**src/rtl/pinmux_pkg.sv**
```systemverilog
package pinmux_pkg;
    localparam int PINS    = 8;
    localparam int ADDR_W  = 2;

    typedef enum logic [ADDR_W-1:0] {
        SEL_LATCH = 2'd0,
        SEL_DIR   = 2'd1,
        SEL_FUNC  = 2'd2,
        SEL_OPEN  = 2'd3
    } reg_sel_e;

    // pins with a peripheral drive source, and pins with open-drain capability
    localparam logic [PINS-1:0] ALT_OUT_MASK = 8'b0100_1111;
    localparam logic [PINS-1:0] OPEN_MASK    = 8'b0000_0101;

    typedef struct packed {
        logic [PINS-1:0] latch;
        logic [PINS-1:0] dir;
        logic [PINS-1:0] func;
        logic [PINS-1:0] open;
        logic [PINS-1:0] rdata;
    } port_regs_t;

    localparam port_regs_t REGS_RESET = '{
        latch: {PINS{1'b1}},
        dir:   '0,
        func:  '0,
        open:  '0,
        rdata: '0
    };
endpackage

```
**src/rtl/pinmux_sync.sv**
```systemverilog
module pinmux_sync #(
    parameter int W      = 8,
    parameter int STAGES = 2
) (
    input  logic         clk,
    input  logic         rst_n,
    input  logic [W-1:0] din,
    output logic [W-1:0] dout
);
    logic [W-1:0] stg_d [STAGES];
    logic [W-1:0] stg_q [STAGES];

    always_comb begin
        stg_d[0] = din;
        for (int k = 1; k < STAGES; k++) begin
            stg_d[k] = stg_q[k-1];
        end
    end

    always_ff @(posedge clk or negedge rst_n) begin
        if (!rst_n) begin
            for (int k = 0; k < STAGES; k++) stg_q[k] <= '0;
        end else begin
            for (int k = 0; k < STAGES; k++) stg_q[k] <= stg_d[k];
        end
    end

    assign dout = stg_q[STAGES-1];
endmodule

```
**src/rtl/pinmux_regs.sv**
```systemverilog
module pinmux_regs
    import pinmux_pkg::*;
(
    input  logic              clk,
    input  logic              rst_n,
    input  logic [ADDR_W-1:0] addr,
    input  logic              wr,
    input  logic              rd,
    input  logic [PINS-1:0]   wdata,
    input  logic [PINS-1:0]   pin_sync,
    output logic [PINS-1:0]   latch,
    output logic [PINS-1:0]   dir,
    output logic [PINS-1:0]   func,
    output logic [PINS-1:0]   open,
    output logic [PINS-1:0]   rdata
);
    port_regs_t st_d, st_q;
    reg_sel_e   sel;

    assign sel = reg_sel_e'(addr);

    always_comb begin
        st_d = st_q;
        if (rd) begin
            unique case (sel)
                SEL_LATCH: st_d.rdata = (st_q.latch & st_q.dir) | (pin_sync & ~st_q.dir);
                SEL_DIR:   st_d.rdata = st_q.dir;
                SEL_FUNC:  st_d.rdata = st_q.func;
                SEL_OPEN:  st_d.rdata = st_q.open;
                default:   st_d.rdata = '0;
            endcase
        end
        if (wr) begin
            unique case (sel)
                SEL_LATCH: st_d.latch = wdata;
                SEL_DIR:   st_d.dir   = wdata;
                SEL_FUNC:  st_d.func  = wdata;
                SEL_OPEN:  st_d.open  = wdata & OPEN_MASK;
                default:   st_d.latch = st_q.latch;
            endcase
        end
    end

    always_ff @(posedge clk or negedge rst_n) begin
        if (!rst_n) st_q <= REGS_RESET;
        else        st_q <= st_d;
    end

    assign latch = st_q.latch;
    assign dir   = st_q.dir;
    assign func  = st_q.func;
    assign open  = st_q.open;
    assign rdata = st_q.rdata;
endmodule

```
**src/rtl/pinmux_drive.sv**
```systemverilog
module pinmux_drive #(
    parameter bit HAS_ALT = 1'b0,
    parameter bit HAS_OPEN = 1'b0
) (
    input  logic latch,
    input  logic dir,
    input  logic func,
    input  logic open,
    input  logic alt,
    output logic pad_out,
    output logic pad_oe
);
    logic src;
    logic od_on;

    always_comb begin
        src   = (HAS_ALT && func) ? alt : latch;
        od_on = HAS_OPEN ? (open & dir) : 1'b0;
        if (od_on) begin
            pad_out = 1'b0;
            pad_oe  = ~src;
        end else begin
            pad_out = src;
            pad_oe  = dir;
        end
    end
endmodule

```
**src/rtl/pinmux_port.sv**
```systemverilog
module pinmux_port
    import pinmux_pkg::*;
#(
    parameter int SYNC_STAGES = 2
) (
    input  logic        clk,
    input  logic        rst_n,
    input  logic [1:0]  bus_addr,
    input  logic        bus_wr,
    input  logic        bus_rd,
    input  logic [7:0]  bus_wdata,
    output logic [7:0]  bus_rdata,
    input  logic [7:0]  pad_in,
    output logic [7:0]  pad_out,
    output logic [7:0]  pad_oe,
    input  logic [1:0]  ser_txd,
    input  logic [1:0]  tmr8_out,
    input  logic        tmr16_ff,
    input  logic        drv_en,
    output logic [1:0]  ser_rxd,
    output logic [1:0]  tmr8_clk,
    output logic [1:0]  tmr16_clk,
    output logic [2:0]  ext_irq,
    output logic        wake_req
);
    logic [PINS-1:0] latch_q, dir_q, func_q, open_q;
    logic [PINS-1:0] pin_s;
    logic [PINS-1:0] alt_src;

    pinmux_sync #(.W(PINS), .STAGES(SYNC_STAGES)) u_sync (
        .clk  (clk),
        .rst_n(rst_n),
        .din  (pad_in),
        .dout (pin_s)
    );

    pinmux_regs u_regs (
        .clk     (clk),
        .rst_n   (rst_n),
        .addr    (bus_addr),
        .wr      (bus_wr),
        .rd      (bus_rd),
        .wdata   (bus_wdata),
        .pin_sync(pin_s),
        .latch   (latch_q),
        .dir     (dir_q),
        .func    (func_q),
        .open    (open_q),
        .rdata   (bus_rdata)
    );

    always_comb begin
        alt_src    = '0;
        alt_src[0] = ser_txd[0];
        alt_src[1] = tmr8_out[0];
        alt_src[2] = ser_txd[1];
        alt_src[3] = tmr8_out[1];
        alt_src[6] = tmr16_ff;
    end

    for (genvar i = 0; i < PINS; i++) begin : g_pin
        pinmux_drive #(
            .HAS_ALT (ALT_OUT_MASK[i]),
            .HAS_OPEN(OPEN_MASK[i])
        ) u_drv (
            .latch  (latch_q[i]),
            .dir    (dir_q[i]),
            .func   (func_q[i]),
            .open   (open_q[i]),
            .alt    (alt_src[i]),
            .pad_out(pad_out[i]),
            .pad_oe (pad_oe[i])
        );
    end

    always_comb begin
        ser_rxd[0]   = (func_q[1] & ~dir_q[1]) ? pin_s[1] : 1'b1;
        ser_rxd[1]   = (func_q[3] & ~dir_q[3]) ? pin_s[3] : 1'b1;
        tmr8_clk     = {pin_s[2], pin_s[0]};
        tmr16_clk[0] = func_q[4] & pin_s[4];
        tmr16_clk[1] = func_q[5] & pin_s[5];
        ext_irq[0]   = func_q[4] & pin_s[4];
        ext_irq[1]   = func_q[5] & pin_s[5];
        ext_irq[2]   = func_q[7] & pin_s[7];
        wake_req     = pin_s[7] & (func_q[7] | drv_en);
    end
endmodule

```
**config.mk**
```make
export PLATFORM = sky130hd
export DESIGN_NAME = pinmux_port
export DESIGN_NICKNAME = d
export VERILOG_FILES = /design/src/rtl/pinmux_pkg.sv /design/src/rtl/pinmux_sync.sv /design/src/rtl/pinmux_regs.sv /design/src/rtl/pinmux_drive.sv /design/src/rtl/pinmux_port.sv
export SDC_FILE = /design/constraint.sdc
export NUM_CORES = 1
export LEC_CHECK = 0
export BUFFER_PORTS_ARGS = -buffer_cell sky130_fd_sc_hd__clkbuf_2
export CELL_PAD_IN_SITES_DETAIL_PLACEMENT = 1
export CELL_PAD_IN_SITES_GLOBAL_PLACEMENT = 1
export CORE_MARGIN = 10
export CORE_UTILIZATION = 37
export DETAILED_ROUTE_END_ITERATION = 16
export PLACE_DENSITY_LB_ADDON = 0.1
export SYNTH_ARGS = -nofsm -noshare
export SYNTH_HDL_FRONTEND = slang
export SYNTH_SLANG_ARGS = --single-unit
export TNS_END_PERCENT = 5
```
**constraint.sdc**
```tcl
create_clock -name clk -period 1.37 [get_ports clk]
set_clock_uncertainty 0.2 [all_clocks]
set_input_delay 0.137 -clock clk [delete_from_list [all_inputs] [get_ports clk]]
set_output_delay 0.137 -clock clk [all_outputs]
set_load 0.005 [all_outputs]
```
Word-level counts from Yosys, hierarchy flattened. Index checks and enable logic that the tools add are counted.

Output and inout bits: 34. Word-level logic and storage cells: 44. Flip-flop bits (word level): 50. Bits of input ports: 28.

Equality and inequality tests: 3. Muxes and demuxes: 12. Reduce and logical (&&, ||, !) cells: 5. Bitwise logic cells: 17.

Operators with widths (number): $pmux 8 s4 (1); $and 8x8->8 (2); $mux 1 (11); $and 1x1->1 (8); $not 8->8 (1); $or 8x8->8 (1); $reduce_and 2->1 (4); $eq 2x2->1 const B (2); $not 1->1 (4); $eq 2x1->1 const B (1); $logic_not 2->1 (1); $or 1x1->1 (1).

Depth between registers and ports, before layout.
Word-level depth: 4. Gate-level depth with buffers: 5. Gate-level depth less buffers: 3.

Modules after synthesis. A second synthesis with hierarchy kept.

Cells, all modules: 171. Area total of the unflattened synthesis: 2232.1 um^2.

Modules (own cells, without submodules): pinmux_regs (seq. area each 860.8 um^2, cells each 128, instances 1, area an instance 1589.0 um^2); pinmux_sync (seq. area each 400.4 um^2, cells each 16, instances 1, area an instance 400.4 um^2); pinmux_drive (g_pin[0].u_drv ...) (seq. area each 0.0 um^2, cells each 3, instances 2, area an instance 33.8 um^2); pinmux_drive (g_pin[1].u_drv ...) (seq. area each 0.0 um^2, cells each 2, instances 3, area an instance 22.5 um^2); pinmux_port (seq. area each 0.0 um^2, cells each 9, instances 1, area an instance 62.6 um^2); pinmux_drive (g_pin[4].u_drv ...) (seq. area each 0.0 um^2, cells each 2, instances 3, area an instance 15.0 um^2).

Least setup slack after synthesis. No wires, ideal clock.

Kind: flip-flop to flip-flop. Start: register u_regs.st_q (netlist bit u_regs.dir[1]). End: register u_regs.st_q (netlist bit u_regs.rdata[1]). Arrival time: 1.026 ns. Stages on the path, launching flop included: 4. Library setup time: 0.082 ns. Buffers on the path: 0. Path slack: 0.062 ns. Required time: 1.088 ns. Period minus slack after synthesis: 1.308 ns. Cells stage by stage: dfrtp_1 or3b_1 a21o_1 a31oi_1.

Word-level cells in the longest chain between the ends: 4. Elaborated cells between the ends (all ways): 5. Classes of those cells: mux: 1; bitwise: 4.

RTL lines: start, declared (line pinmux_regs.sv:17) `port_regs_t st_d, st_q;`; start signal, assigned (line pinmux_regs.sv:46) `else st_q <= st_d;`; $not 8->8 (line pinmux_regs.sv:26) `SEL_LATCH: st_d.rdata = (st_q.latch & st_q.dir) | (pin_sync & ~st_q.dir);`; $and 8x8->8 (line pinmux_regs.sv:26); $or 8x8->8 (line pinmux_regs.sv:26); $pmux 8 s4 (*) (line pinmux_regs.sv:25) `unique case (sel)`.

Every way passes the cells marked *; elsewhere a longest branch is shown, timed or not. A chain may end at the register's enable or synchronous reset.

Worst setup path after layout.
Start: register u_regs.st_q (netlist bit u_regs.func[0]). End: output port pad_out[0].

Word-level cells in the longest chain between the ends: 2.

RTL lines: $mux 1 (line pinmux_drive.sv:17) `src = (HAS_ALT && func) ? alt : latch;`; $mux 1 (line pinmux_drive.sv:19) `if (od_on) begin`; end, declared (line pinmux_port.sv:14) `output logic [7:0] pad_out,`.

No other way between the ends.

==> insert_results.sql <==
INSERT INTO impl_metrics (metric_group, metric, value, unit) VALUES
('run_status', 'failed_checks', 'negative setup slack', ''),
('synth', 'ys_types', '28', ''),
('cts', 'numClockSinks', '50', ''),
('min_path', 'timing.hold.worst.class', 'input pin to flop', ''),
('placed_design', 'hpwlAfterDp', '4.376', 'mm'),
('cts', 'worstSkewPairLatency', '300', 'ps'),
('setup_path', 'endpoint_kind', 'output pin', ''),
('synth', 'syn-num-nets', '200', ''),
('route', 'residual_drc', '0', ''),
('setup_path', 'timing.critical_path.cells', 'mux2_4 > a21boi_2 > clkbuf_2', ''),
('power_and_ir_drop', 'comb_power_share', '0.260', ''),
('sta', 'timing.max_slew.rel_slack', '0.7859', ''),
('setup_path', 'critical-path-slowest-cell', 'sky130_fd_sc_hd__dfrtp_1', ''),
('power_and_ir_drop', 'intPower', '2737', 'uW'),
('sta', 'finalHoldViolations', '0', ''),
('setup_path', 'timing.critical_path.max_delay_family', 'flip-flops', ''),
('sta', 'grt_setup_unrepaired', 'true', ''),
('power_and_ir_drop', 'max-vdd-ir-drop', '0.5508', 'mV'),
('route', 'antenna_left', '0', ''),
('setup_path', 'critical_path_arrival', '1300', 'ps'),
('cells_and_area', 'final_cell_count_no_fill', '337', ''),
('setup_path', 'critical_path.max_stage_delay', '410', 'ps'),
('grt', 'antenna_found_initial', '0', ''),
('cells_and_area', 'ff_latch_area', '1261', 'um^2'),
('route', 'vias', '1627', ''),
('synth', 'postSynthRegisterBits', '50', ''),
('grt', 'pin_count_of_the_biggest_net_entering_global_routing', '51', ''),
('setup_path', 'buffers_plus_inverters_on_the_worst_setup_path', '1', ''),
('die', 'die-area', '9539', 'um^2'),
('sta', 'final_report_max_slew_violation_count', '0', ''),
('cts', 'tritoncts', 'done', ''),
('cts', 'cts_root_buffer_type', 'sky130_fd_sc_hd__clkbuf_8', ''),
('sta', 'finalSetupTns', '-2192', 'ps'),
('route', 'avgViaCountPerCell', '4.828', ''),
('power_and_ir_drop', 'reported_leakage_power', '0.001415', 'uW'),
('power_and_ir_drop', 'power.switching_fraction', '0.2746', ''),
('route', 'drtPass1Iterations', '4', ''),
('run_status', 'run_status', 'complete, but fails checks', ''),
('route', 'routed_wire_length_per_instance', '17.50', 'um'),
('sta', 'worst_slew_pin_slew', '321.2', 'ps'),
('cts', 'clk_transition_reported_paths', '90', 'ps'),
('die', 'std_cell_rows', '28', ''),
('power_and_ir_drop', 'share_clk_of_total_power', '0.243', ''),
('sta', 'layout_worst_path_cycle_share', '1.197', ''),
('cells_and_area', 'layout_cell_share_with_drive_strength_beyond_1', '0.5687', ''),
('route', 'drt_iter0_drc', '48', ''),
('cells_and_area', 'multi_input_area', '822.0', 'um^2'),
('setup_path', 'worstPathMaxFanout', '2', ''),
('cells_and_area', 'finish.net_count', '289', ''),
('die', 'dieHeight', '97.67', 'um'),
('cts', 'cts-root-to-sink-buffers', '2', ''),
('grt', 'global_route.usage.total', '0.1260', ''),
('sta', 'period_needed', '1640', 'ps'),
('synth', 'synth.yosys.seq_area_share', '0.5650', ''),
('die', 'die_x', '97.67', 'um'),
('setup_path', 'startpoint_type', 'flop', ''),
('cells_and_area', 'diodes', '0', ''),
('grt', 'first_global_vias', '1843', ''),
('placed_design', 'placed_cells', '305', ''),
('die', 'core_area', '5886', 'um^2'),
('power_and_ir_drop', 'net-switching-power', '1036', 'uW'),
('flow_run', 'maxCapViolCount', '0', ''),
('cts', 'cts_inserted_buffers', '5', ''),
('sta', 'max_freq', '609.8', 'MHz'),
('synth', 'synth_warnings', '0', ''),
('synth', 'netlist_instances', '172', ''),
('grt', 'grt-ovfl-total', '0', ''),
('cells_and_area', 'area_growth_syn_to_layout', '35.93', '%'),
('grt', 'grt_pass1_wl', '9.756', 'mm'),
('setup_path', 'worst_ep_required_time', '1030', 'ps'),
('placed_design', 'place.port_buffers', '61', ''),
('cells_and_area', 'final.fill_count', '621', ''),
('placed_design', 'globalplace.congestion', '0.7386', ''),
('setup_path', 'path_class', 'flop to output pin', ''),
('sta', 'setup_viol_count_final', '15', ''),
('synth', 'synth_area', '2232', 'um^2'),
('cells_and_area', 'finalCoreUtilization', '0.5155', ''),
('power_and_ir_drop', 'power-per-cell-area', '1244', 'nW/um^2'),
('die', 'design.portCount', '62', ''),
('sta', 'post-route-worst-setup-slack', '-269.8', 'ps'),
('route', 'detail_route.wirelength', '5.898', 'mm'),
('cts', 'htreeDepth', '2', ''),
('sta', 'hold_ws', '65.70', 'ps'),
('synth', 'synth_area_per_cell', '12.98', 'um^2'),
('die', 'initial_core_utilization', '0.3793', ''),
('power_and_ir_drop', 'sequential_share_of_power', '0.497', '');
==> synthesized netlist by cell type <==
cell | n | share of area
sky130_fd_sc_hd__dfrtp_1 | 42 | 0.47
sky130_fd_sc_hd__mux2_2 | 32 | 0.16
sky130_fd_sc_hd__buf_4 | 21 | 0.071
sky130_fd_sc_hd__a31oi_1 | 8 | 0.022
sky130_fd_sc_hd__dfstp_2 | 8 | 0.094
sky130_fd_sc_hd__nor2_1 | 8 | 0.013
sky130_fd_sc_hd__nand2_1 | 7 | 0.012
sky130_fd_sc_hd__o211ai_1 | 7 | 0.024
sky130_fd_sc_hd__a21o_1 | 6 | 0.020
sky130_fd_sc_hd__or3b_1 | 6 | 0.024
sky130_fd_sc_hd__a21boi_0 | 4 | 0.013
sky130_fd_sc_hd__and2_1 | 3 | 0.0084
sky130_fd_sc_hd__buf_2 | 2 | 0.0045
sky130_fd_sc_hd__clkbuf_1 | 2 | 0.0034
sky130_fd_sc_hd__nand2b_1 | 2 | 0.0056
sky130_fd_sc_hd__or3b_2 | 2 | 0.0078
sky130_fd_sc_hd__a22oi_1 | 1 | 0.0034
sky130_fd_sc_hd__and2b_1 | 1 | 0.0034
sky130_fd_sc_hd__buf_6 | 1 | 0.0050
sky130_fd_sc_hd__inv_1 | 1 | 0.0017
sky130_fd_sc_hd__mux2i_1 | 1 | 0.0045
sky130_fd_sc_hd__nand3_1 | 1 | 0.0022
sky130_fd_sc_hd__nand3b_1 | 1 | 0.0034
sky130_fd_sc_hd__nor2b_1 | 1 | 0.0028
sky130_fd_sc_hd__nor3b_4 | 1 | 0.0084
sky130_fd_sc_hd__o21a_1 | 1 | 0.0034
sky130_fd_sc_hd__o221ai_1 | 1 | 0.0039
sky130_fd_sc_hd__or3_1 | 1 | 0.0028
==> path summary, 6_finish.rpt <==
kind | depth (start not counted) | endpoint | slack, ps | startpoint
max | 3 | pad_out[0] | -270 | u_regs.func[0]$_DFFE_PN0P_
min | 2 | u_regs.rdata[6]$_DFFE_PN0P_ | 70 | bus_rd
max reg2reg | 4 | u_regs.rdata[3]$_DFFE_PN0P_ | -130 | u_regs.dir[3]$_DFFE_PN0P_
min reg2reg | 0 | u_sync.dout[4]$_DFF_PN0_ | 150 | u_sync.stg_d[4]$_DFF_PN0_
max in group asynchronous | 3 | u_regs.latch[5]$_DFFE_PN1P_ | 520 | rst_n
min in group asynchronous | 3 | u_regs.dir[5]$_DFFE_PN0P_ | 150 | rst_n
==> stage by stage <==
| stage | instance area [um^2] | setup slack, ps | total power [uW] |
|---|---|---|---|
| after detailed placement | 2643 | -126.0 | 2723 |
| after floorplan | 2232 | 62.30 | 2386 |
| final | 3034 | -269.8 | 3773 |
| after global placement | 2643 | -82.14 | 2680 |
| after CTS | 2997 | -275.2 | 3812 |
| after global routing | 3034 | -328.7 | 4033 |
==> per-layer routing <==
metal  up-vias  part of all wire  track usage  wire, um
li1        765                 -            -         -
met1       819              0.42       0.1474      2491
met2        39              0.52       0.2105      3045
met3         4             0.054      0.04339       316
met4         0            0.0075      0.04027        44
met5         -                 0            0         0
==> flip-flops by register name, summed over array words and instances (netlist names) <==
register / flops
u_regs.latch: 8
u_regs.rdata: 8
u_regs.func: 8
u_regs.open: 2
u_sync.stg_d: 8
u_sync.dout: 8
u_regs.dir: 8
==> placed cells by master (no fill, tap or decap), types with 4 or more instances in the layout <==
master,instances
sky130_fd_sc_hd__clkbuf_2,57
sky130_fd_sc_hd__dfrtp_1,42
sky130_fd_sc_hd__mux2_2,29
sky130_fd_sc_hd__buf_4,24
sky130_fd_sc_hd__dlygate4sd3_1,17
sky130_fd_sc_hd__nor2_1,8
sky130_fd_sc_hd__a31oi_1,8
sky130_fd_sc_hd__dfstp_2,8
sky130_fd_sc_hd__nand2_1,7
sky130_fd_sc_hd__o211ai_1,7
sky130_fd_sc_hd__or3b_1,6
sky130_fd_sc_hd__a21o_1,6
sky130_fd_sc_hd__clkbuf_8,6
sky130_fd_sc_hd__buf_6,6
sky130_fd_sc_hd__a21boi_2,4
==> repair_timing <==
item	4_1_cts	5_1_grt
endpoints found under the hold margin	84	0
pin swaps	4	5
gates resized for setup	15	9
hold buffers	17	0
buffers inserted	6	1
setup endpoints to repair	15	26
==> worst reg2reg max path, cell delays in order, from the launching register on <==
cell                      delay, ps
sky130_fd_sc_hd__dfrtp_1        400
sky130_fd_sc_hd__buf_6          130
sky130_fd_sc_hd__or3b_1         350
sky130_fd_sc_hd__a21o_1         190
sky130_fd_sc_hd__a31oi_1        160
==> final cells by class <==
type | count | share of cell area
Multi-Input combinational cell | 95 | 0.2709
Clock inverter | 2 | 0.005773
Tap cell | 75 | 0.03093
Inverter | 1 | 0.001237
Clock buffer | 6 | 0.02722
Sequential cell | 50 | 0.4157
Timing Repair Buffer | 108 | 0.2482
==> power groups by stage <==
stage | combinational (uW) | clock, uW | sequential [uW]
2_1_floorplan | 526 | 0 | 1860
3_3_place_gp | 788 | 0 | 1890
3_5_place_dp | 817 | 0 | 1910
4_1_cts | 963 | 974 | 1880
5_1_grt | 1090 | 1040 | 1900
6_report | 980 | 916 | 1880
==> cells by family after synthesis <==
family          Yosys count  synth area share
flops                    50            0.5650
simple gates             34           0.09362
mux                      33            0.1659
compound gates           28           0.09025
buf+inv                  27           0.08520
Note: power is estimated with default switching activity, not from simulation.
